--- src/rtl/resp_wait_pkg.sv ---
package resp_wait_pkg;
  localparam int DT_W = 6;

  typedef enum logic [1:0] {
    EV_NONE  = 2'd0,
    EV_BTA   = 2'd1,
    EV_READ  = 2'd2,
    EV_WRITE = 2'd3
  } ev_class_e;
endpackage

--- src/rtl/resp_class_dec.sv ---
module resp_class_dec
  import resp_wait_pkg::*;
(
  input  logic [DT_W-1:0] dtype,
  output ev_class_e       cls
);
  always_comb begin
    unique case (dtype)
      6'h04, 6'h14, 6'h24, 6'h06:                      cls = EV_READ;
      6'h03, 6'h13, 6'h23, 6'h29,
      6'h05, 6'h15, 6'h39, 6'h37:                      cls = EV_WRITE;
      default:                                         cls = EV_NONE;
    endcase
  end
endmodule

--- src/rtl/resp_tmo_sel.sv ---
module resp_tmo_sel
  import resp_wait_pkg::*;
#(
  parameter int TW = 16
) (
  input  ev_class_e   cls,
  input  logic        hs,
  input  logic [TW-1:0] t_bta,
  input  logic [TW-1:0] t_rd_hs,
  input  logic [TW-1:0] t_rd_lp,
  input  logic [TW-1:0] t_wr_hs,
  input  logic [TW-1:0] t_wr_lp,
  output logic [TW-1:0] limit
);
  always_comb begin
    unique case (cls)
      EV_BTA:   limit = t_bta;
      EV_READ:  limit = hs ? t_rd_hs : t_rd_lp;
      EV_WRITE: limit = hs ? t_wr_hs : t_wr_lp;
      default:  limit = '0;
    endcase
  end
endmodule

--- src/rtl/resp_wait_ctr.sv ---
module resp_wait_ctr #(
  parameter int TW = 16
) (
  input  logic          clk,
  input  logic          rst_n,
  input  logic          clr,
  input  logic          tick,
  input  logic          start,
  input  logic [TW-1:0] limit_in,
  output logic          active,
  output logic          done,
  output logic          stop_pulse
);
  logic [TW-1:0] cnt_q;
  logic [TW-1:0] lim_q;
  logic          accept;
  logic          reached;

  assign accept  = start && !active && !clr && (limit_in != '0);
  assign reached = active && (cnt_q == lim_q);

  always_ff @(posedge clk or negedge rst_n) begin
    if (!rst_n) begin
      active     <= 1'b0;
      done       <= 1'b0;
      stop_pulse <= 1'b0;
      cnt_q      <= '0;
      lim_q      <= '0;
    end else begin
      done       <= 1'b0;
      stop_pulse <= 1'b0;
      if (clr) begin
        active <= 1'b0;
        cnt_q  <= '0;
      end else if (accept) begin
        active     <= 1'b1;
        stop_pulse <= 1'b1;
        cnt_q      <= '0;
        lim_q      <= limit_in;
      end else if (reached) begin
        active <= 1'b0;
        done   <= 1'b1;
      end else if (active && tick) begin
        cnt_q <= cnt_q + 1'b1;
      end
    end
  end

  AST_CNT_BOUNDED: assert property (@(posedge clk) disable iff (!rst_n)
    active |-> (cnt_q <= lim_q)) else $error("count passed limit");
  AST_STALL_HOLDS: assert property (@(posedge clk) disable iff (!rst_n)
    (active && !tick && !clr && !reached) |=> (active && $stable(cnt_q))) else $error("count moved without tick");
  AST_LIMIT_NONZERO: assert property (@(posedge clk) disable iff (!rst_n)
    active |-> (lim_q != '0)) else $error("zero wait started");
  AST_CLR_ABORTS: assert property (@(posedge clk) disable iff (!rst_n)
    clr |=> (!active && !done && !stop_pulse)) else $error("clear did not abort");
endmodule

--- src/rtl/resp_wait_sched.sv ---
module resp_wait_sched
  import resp_wait_pkg::*;
#(
  parameter int TW = 16
) (
  input  logic            clk,
  input  logic            rst_n,
  input  logic            clr,
  input  logic            tick,
  input  logic            pkt_sent,
  input  logic [DT_W-1:0] pkt_dtype,
  input  logic            pkt_hs,
  input  logic            bta_sent,
  input  logic [TW-1:0]   tmo_bta,
  input  logic [TW-1:0]   tmo_rd_hs,
  input  logic [TW-1:0]   tmo_rd_lp,
  input  logic [TW-1:0]   tmo_wr_hs,
  input  logic [TW-1:0]   tmo_wr_lp,
  output logic            link_hold,
  output logic            stop_req,
  output logic            wait_done
);
  ev_class_e     dec_cls;
  ev_class_e     ev_cls;
  logic [TW-1:0] sel_limit;

  resp_class_dec u_dec (
    .dtype (pkt_dtype),
    .cls   (dec_cls)
  );

  always_comb begin
    if (bta_sent)      ev_cls = EV_BTA;
    else if (pkt_sent) ev_cls = dec_cls;
    else               ev_cls = EV_NONE;
  end

  resp_tmo_sel #(.TW(TW)) u_sel (
    .cls     (ev_cls),
    .hs      (pkt_hs),
    .t_bta   (tmo_bta),
    .t_rd_hs (tmo_rd_hs),
    .t_rd_lp (tmo_rd_lp),
    .t_wr_hs (tmo_wr_hs),
    .t_wr_lp (tmo_wr_lp),
    .limit   (sel_limit)
  );

  resp_wait_ctr #(.TW(TW)) u_ctr (
    .clk        (clk),
    .rst_n      (rst_n),
    .clr        (clr),
    .tick       (tick),
    .start      (ev_cls != EV_NONE),
    .limit_in   (sel_limit),
    .active     (link_hold),
    .done       (wait_done),
    .stop_pulse (stop_req)
  );

  AST_HOLD_WITH_STOP: assert property (@(posedge clk) disable iff (!rst_n)
    $rose(link_hold) |-> stop_req) else $error("hold rose without stop request");
  AST_STOP_ONE_CYCLE: assert property (@(posedge clk) disable iff (!rst_n)
    stop_req |=> !stop_req) else $error("stop request longer than a cycle");
  AST_DONE_AFTER_HOLD: assert property (@(posedge clk) disable iff (!rst_n)
    wait_done |-> (!link_hold && $past(link_hold))) else $error("done not at hold end");
  AST_BUSY_IGNORES: assert property (@(posedge clk) disable iff (!rst_n)
    (link_hold && (pkt_sent || bta_sent)) |=> !stop_req) else $error("event accepted while busy");
endmodule

--- config.mk ---
export PLATFORM = sky130hd
export DESIGN_NAME = resp_wait_sched
export DESIGN_NICKNAME = d
export VERILOG_FILES = /design/src/rtl/resp_wait_pkg.sv /design/src/rtl/resp_class_dec.sv /design/src/rtl/resp_tmo_sel.sv /design/src/rtl/resp_wait_ctr.sv /design/src/rtl/resp_wait_sched.sv
export SDC_FILE = /design/constraint.sdc
export NUM_CORES = 1
export LEC_CHECK = 0
export BUFFER_PORTS_ARGS = -buffer_cell sky130_fd_sc_hd__buf_4
export CORE_ASPECT_RATIO = 1.25
export CORE_UTILIZATION = 45
export CTS_CLUSTER_SIZE = 28
export DETAILED_ROUTE_END_ITERATION = 10
export GPL_ROUTABILITY_DRIVEN = 1
export GPL_TIMING_DRIVEN = 0
export PLACE_DENSITY = 0.74
export SYNTH_ARGS = -nofsm -noshare
export SYNTH_HDL_FRONTEND = slang
export SYNTH_HIERARCHICAL = 1
export SYNTH_SLANG_ARGS = --single-unit
--- constraint.sdc ---
create_clock -name clk -period 4.1 [get_ports clk]
set_input_delay 0.82 -clock clk [delete_from_list [all_inputs] [get_ports clk]]
set_output_delay 0.82 -clock clk [all_outputs]
set_load 0.01 [all_outputs]
* Word-level counts from Yosys, hierarchy flattened *
Index checks and enable logic that the tools add are counted.

storage, ports and cells
  word-level logic and storage cells = 57
  input port bits = 93
  register bits = 35
  output and inout port bits = 3

cells by class
  reductions and logical operators = 15
  mux-type cells = 18
  add/subtract/negate cells = 1
  equality and inequality tests = 17
  bitwise gates (word level) = 1

operators with widths
  cell                     number
  $mux W16                 6
  $pmux W16 S3             1
  $eq A6 B6 Y1 const B     5
  $eq A6 B3 Y1 const B     3
  $eq A6 B5 Y1 const B     3
  $add A16 B1 Y16 const B  1
  $eq A16 B16 Y1           1
  $reduce_bool A16 Y1      1
  $mux W1                  8
  $reduce_or A8 Y1         1
  $eq A6 B2 Y1 const B     1
  $reduce_bool A3 Y1       2
  $logic_and A1 B1 Y1      5
  $eq A2 B2 Y1 const B     2
  $mux W2                  2
  $pmux W2 S2              1
  $reduce_and A2 Y1        2
  $reduce_or A4 Y1         1
  $ne A3 B2 Y1 const B     1
  $eq A2 B1 Y1 const B     1
  $logic_not A1 Y1         2
  $reduce_bool A2 Y1       1
  $not A1 Y1               1

* Depth between registers and ports, before layout *
  word-level depth = 11
  gate-level depth with buffers = 15
  gate-level depth less buffers = 14

* Modules after synthesis *
The synthesis kept the hierarchy.

by module, submodules not included
  module           area an instance (um^2)  instances  cells each  seq. area each (um^2)
  resp_wait_ctr    1786.7                   1          161         875.8
  resp_tmo_sel     700.7                    1          91          0.0
  resp_class_dec   126.4                    1          17          0.0
  resp_wait_sched  26.3                     1          5           0.0

* Worst setup path before layout *
Ideal clock, no wire load.

  path type = input to register
  start point = input pkt_dtype[4]
  end point = register u_ctr.cnt_q[11]
  arrival time = 3544 ps
  setup slack = 490 ps
  buffers on the path = 1
  cell stages on the path = 14
  data required time = 4034 ps
  setup time = 66 ps
  cells stage by stage = or2_0 maj3_2 o221ai_2 nand2_1 nor2_1 clkbuf_4 a21oi_1 o21bai_1 nor4_1 nand4_1 nand3_2 nand2b_1 or4_1 nand2_1

between the ends
  word-level cells in the longest chain between the ends = 11

ends and longest elaborated chain
  item                                                     line                   text
  start, declared                                          resp_wait_sched.sv:11  input logic [DT_W-1:0] pkt_dtype,
  $eq A6 B2 Y1, or another cell as far along               resp_class_dec.sv:8    unique case (dtype)
  $reduce_or A8 Y1 or $reduce_or A4 Y1 (tied branches)     resp_class_dec.sv:8
  $pmux W2 S2 *                                            resp_class_dec.sv:8
  via dec_cls[1]                                           resp_wait_sched.sv:23  ev_class_e dec_cls;
  $mux W2 *                                                resp_wait_sched.sv:34  else if (pkt_sent) ev_cls = dec_cls;
  $mux W2 *                                                resp_wait_sched.sv:33  if (bta_sent) ev_cls = EV_BTA;
  via ev_cls[1]                                            resp_wait_sched.sv:24  ev_class_e ev_cls;
  $eq A2 B2 Y1 or $eq A2 B1 Y1 (tied branches)             resp_tmo_sel.sv:16     unique case (cls)
  $pmux W16 S3 *                                           resp_tmo_sel.sv:16
  via sel_limit[10]                                        resp_wait_sched.sv:25  logic [TW-1:0] sel_limit;
  $reduce_bool A16 Y1 *                                    resp_wait_ctr.sv:19    assign accept = start && !active && !clr && (limit_in != '0);
  $logic_and A1 B1 Y1 *                                    resp_wait_ctr.sv:19
  $ne A3 B2 Y1 (no line), or another cell as far along     --
  $reduce_and A2 Y1 (no line) or $mux W16 (tied branches)  --
  end signal, assigned                                     resp_wait_ctr.sv:44    cnt_q <= cnt_q + 1'b1;
  end, declared                                            resp_wait_ctr.sv:14    logic [TW-1:0] cnt_q;

The timed path passes the listed nets; every way through them passes the cells marked *.
A chain may end at the register's enable or synchronous reset.

* Worst setup path after layout *
Ends and elaborated chain as after synthesis.

==> impl_metrics.tcl <==
set metrics [dict create \
    rsz0062_at_grt "no" \
    cts_tree "done" \
    ant_nets 0 \
    max_freq_mhz 266 \
    post-place-ws_ns -0.304 \
    ys_seq_elements 35 \
    num_vias 2497 \
    setup_tns_ns 0 \
    synth_fp_nets 368 \
    path_cells "buf_4 > or2_0 > maj3_2 > o221ai_2 > nand2_1 > nor2_4 > clkbuf_4 > a21oi_1 > o21bai_1 > nor4_2 > nand4_1 > nand3_4 > nand2b_2 > or4_1 > nand2_1" \
    diodes 0 \
    crit_slowest_cell "or4_1" \
    ir_drop_mv 0.131 \
    numClockSinks 35 \
    fin_cells 441 \
    antenna_found_initial 0 \
    port_buffers 94 \
    slew_headroom_pct 62.9 \
    io_pins 96 \
    cts_max_level 2 \
    end_kind "flip-flop" \
    syn_avg_cell_area_um2 9.64 \
    synth_edf_count 0 \
    synthCells 274 \
    place_inst 432 \
    stdcell_area_um2 3550 \
    syn_to_final_growth_pct 34.5 \
    worstHoldPathType "in -> async" \
    vias_per_cell 5.66 \
    core-area_um2 5560 \
    cap_violations 0 \
    setup_ws_ns 0.338 \
    fin_crit_sh_pct 91.8 \
    grt_max_degree 36 \
    synth_largest_area_cell "dfrtp_1" \
    post-route-util_pct 63.9 \
    p_leak_nw 1.72 \
    nNetsFinal 472 \
    drt_iter0_markers 190 \
    placed_cell_area_um2 3430 \
    syn_area_um2 2640 \
    synth_top_area_share_pct 33.2 \
    worst_slew_pin_slew_ns 0.554 \
    cp-start-kind "input pin" \
    clk_latency_ns 0.29 \
    use_met2_pct 41.0 \
    die_x_um 70.5 \
    hold_violations 0 \
    grt_pass1_wl_um 10800 \
    cp-startpoint "pkt_dtype[4]" \
    setup_viol_count_final 0 \
    status "finished, final reports clean" \
    cts_buffers 5 \
    clock_skew_ns 0.00800 \
    top_usage_layer "met2" \
    cts_root_buf "clkbuf_8" \
    synth_cell_types 49 \
    p_per_area_nw_per_um2 264 \
    crit_top_cell "nand2_1" \
    fp.dieH_um 87.6 \
    layout-drive-gt1-share_pct 39.0 \
    async_flop_share_pct 100 \
    crit_fanout 10 \
    synth-seq-area-share_pct 33.2 \
    drc 0 \
    hpwlAfterDp_um 5580 \
    holdWs_ns 0.466 \
    grt.total_usage_pct 22.6 \
    crit_type "in -> reg" \
    post_drt_wl_per_cell_um 15.4 \
    routed_wl_um 6800 \
    ys.warnings.count 6 \
    cts_hold_buffers 0 \
    power_uw 937 \
    grt_pass1_vias 2377 \
    crit_required_ns 4.33 \
    met1_usage_pct 25.9 \
    post-route-min-period_ns 3.76 \
    path_clk_slew_ns 0.07 \
    cts_buffer_depth 2 \
    dieArea_um2 6180 \
    arrival_ns 3.99 \
    place_congestion 0.792 \
    cpPeakStageDelay_ns 0.52 \
    overflow 0 \
    initial_core_util_pct 47.5 \
    rows 30 \
    slew_viol_final 0 \
    r2r-start "u_ctr/cnt_q[3]" \
    drt-pass1-iter-count 4 \
    synth_ff_type "dfrtp_1" \
    synth.area.top_cells "dfrtp_1 (33%), mux2i_1 (12%), mux2_2 (6.8%)" \
    use_met3_pct 3.91 \
]
[what timing repair did]
action,CTS,global route
endpoints found under the setup margin,3,21
buffers inserted,0,3
pin swaps,0,3
gates resized for setup,1,5
[per-layer routing]
| layer | up-vias | share of wire [%] |
|---|---|---|
| met2 | 89 | 51 |
| li1 | 1232 | - |
| met4 | 0 | 2.2 |
| met3 | 12 | 5.2 |
| met5 | - | 0 |
| met1 | 1164 | 41 |
[sequential cells by signal, indices dropped and copies added (netlist names)]
signal and count:
u_ctr/active 1, u_ctr/cnt_q 16, u_ctr/stop_pulse 1, u_ctr/lim_q 16, u_ctr/done 1
[critical path: cells and delay by family]
family,cells,cell delay [ns]
AND/OR/NAND/NOR,9,2.05
buffers and inverters,2,0.34
AO/OA/AOI/OAI,3,0.46
adder cells (fa/ha/maj),1,0.32
[kinds of logic (layout without fill, tap and decap cells)]
kind of cell	after synthesis	after routing	synth area share, %
adders and majority gates	2	2	0.900
xor gates and xnor gates	18	18	5.97
buffers and inverters	19	122	5.88
DFF	35	35	33.2
AOI/OAI and AO/OA	83	83	19.4
muxes	48	48	19.0
and+or+nand+nor	69	69	15.7
[path summary, 6_finish.rpt]
check / to / slack (ns) / depth (start not counted)
max: u_ctr/cnt_q[11] / 0.34 / 15
min: u_ctr/cnt_q[2] / 0.47 / 1
max reg2reg: u_ctr/cnt_q[0] / 1.88 / 8
min reg2reg: u_ctr/lim_q[5] / 0.52 / 1
max in group asynchronous: u_ctr/active / 3.31 / 1
min in group clk: u_ctr/lim_q[5] / 0.52 / 1
[where the power goes]
group	internal (mW)	switching, mW
Combinational	0.167	0.125
Clock	0.113	0.113
Sequential	0.389	0.0314
[placed cells by master, fill, tap and decap left out, types with 2 or more instances in the layout]
| cell type | synthesis | layout |
|---|---|---|
| and3_2 | 2 | 2 |
| nand2_1 | 15 | 15 |
| buf_12 | 2 | 2 |
| nand3_1 | 5 | 5 |
| a21oi_1 | 26 | 26 |
| clkbuf_8 | 0 | 5 |
| nor4_2 | 1 | 3 |
| nand4_1 | 5 | 5 |
| nor2_1 | 5 | 4 |
| mux2_2 | 16 | 16 |
| o21ai_0 | 25 | 25 |
| o21bai_1 | 16 | 16 |
| o31ai_1 | 4 | 4 |
| buf_2 | 5 | 5 |
| nand2b_1 | 5 | 4 |
| or3_1 | 6 | 6 |
| dfrtp_1 | 35 | 35 |
| inv_1 | 4 | 4 |
| nor3_1 | 2 | 2 |
| o211ai_1 | 4 | 4 |
| clkbuf_1 | 1 | 2 |
| xor2_1 | 17 | 17 |
| or4_1 | 7 | 7 |
| buf_6 | 3 | 3 |
| buf_4 | 2 | 99 |
| nor4_1 | 6 | 4 |
| mux2i_1 | 32 | 32 |
[cell usage after synthesis, types with 3 or more instances]
library cell   n
xor2_1        17
o21ai_0       25
mux2i_1       32
buf_6          3
nand2b_1       5
mux2_2        16
nand4_1        5
o21bai_1      16
or3_1          6
o31ai_1        4
nor4_1         6
or4_1          7
a21oi_1       26
inv_1          4
o211ai_1       4
nor2_1         5
buf_2          5
nand3_1        5
nand2_1       15
dfrtp_1       35
[final cells by class]
type / count / area [µm²]
Buffer: 15 / 140
Clock buffer: 6 / 72.6
Fill cell: 495 / 2000
Inverter: 4 / 15.0
Multi-Input combinational cell: 220 / 1640
Sequential cell: 35 / 876
Tap cell: 64 / 80.1
Timing Repair Buffer: 97 / 728
Power figures use the tool's default switching activity.
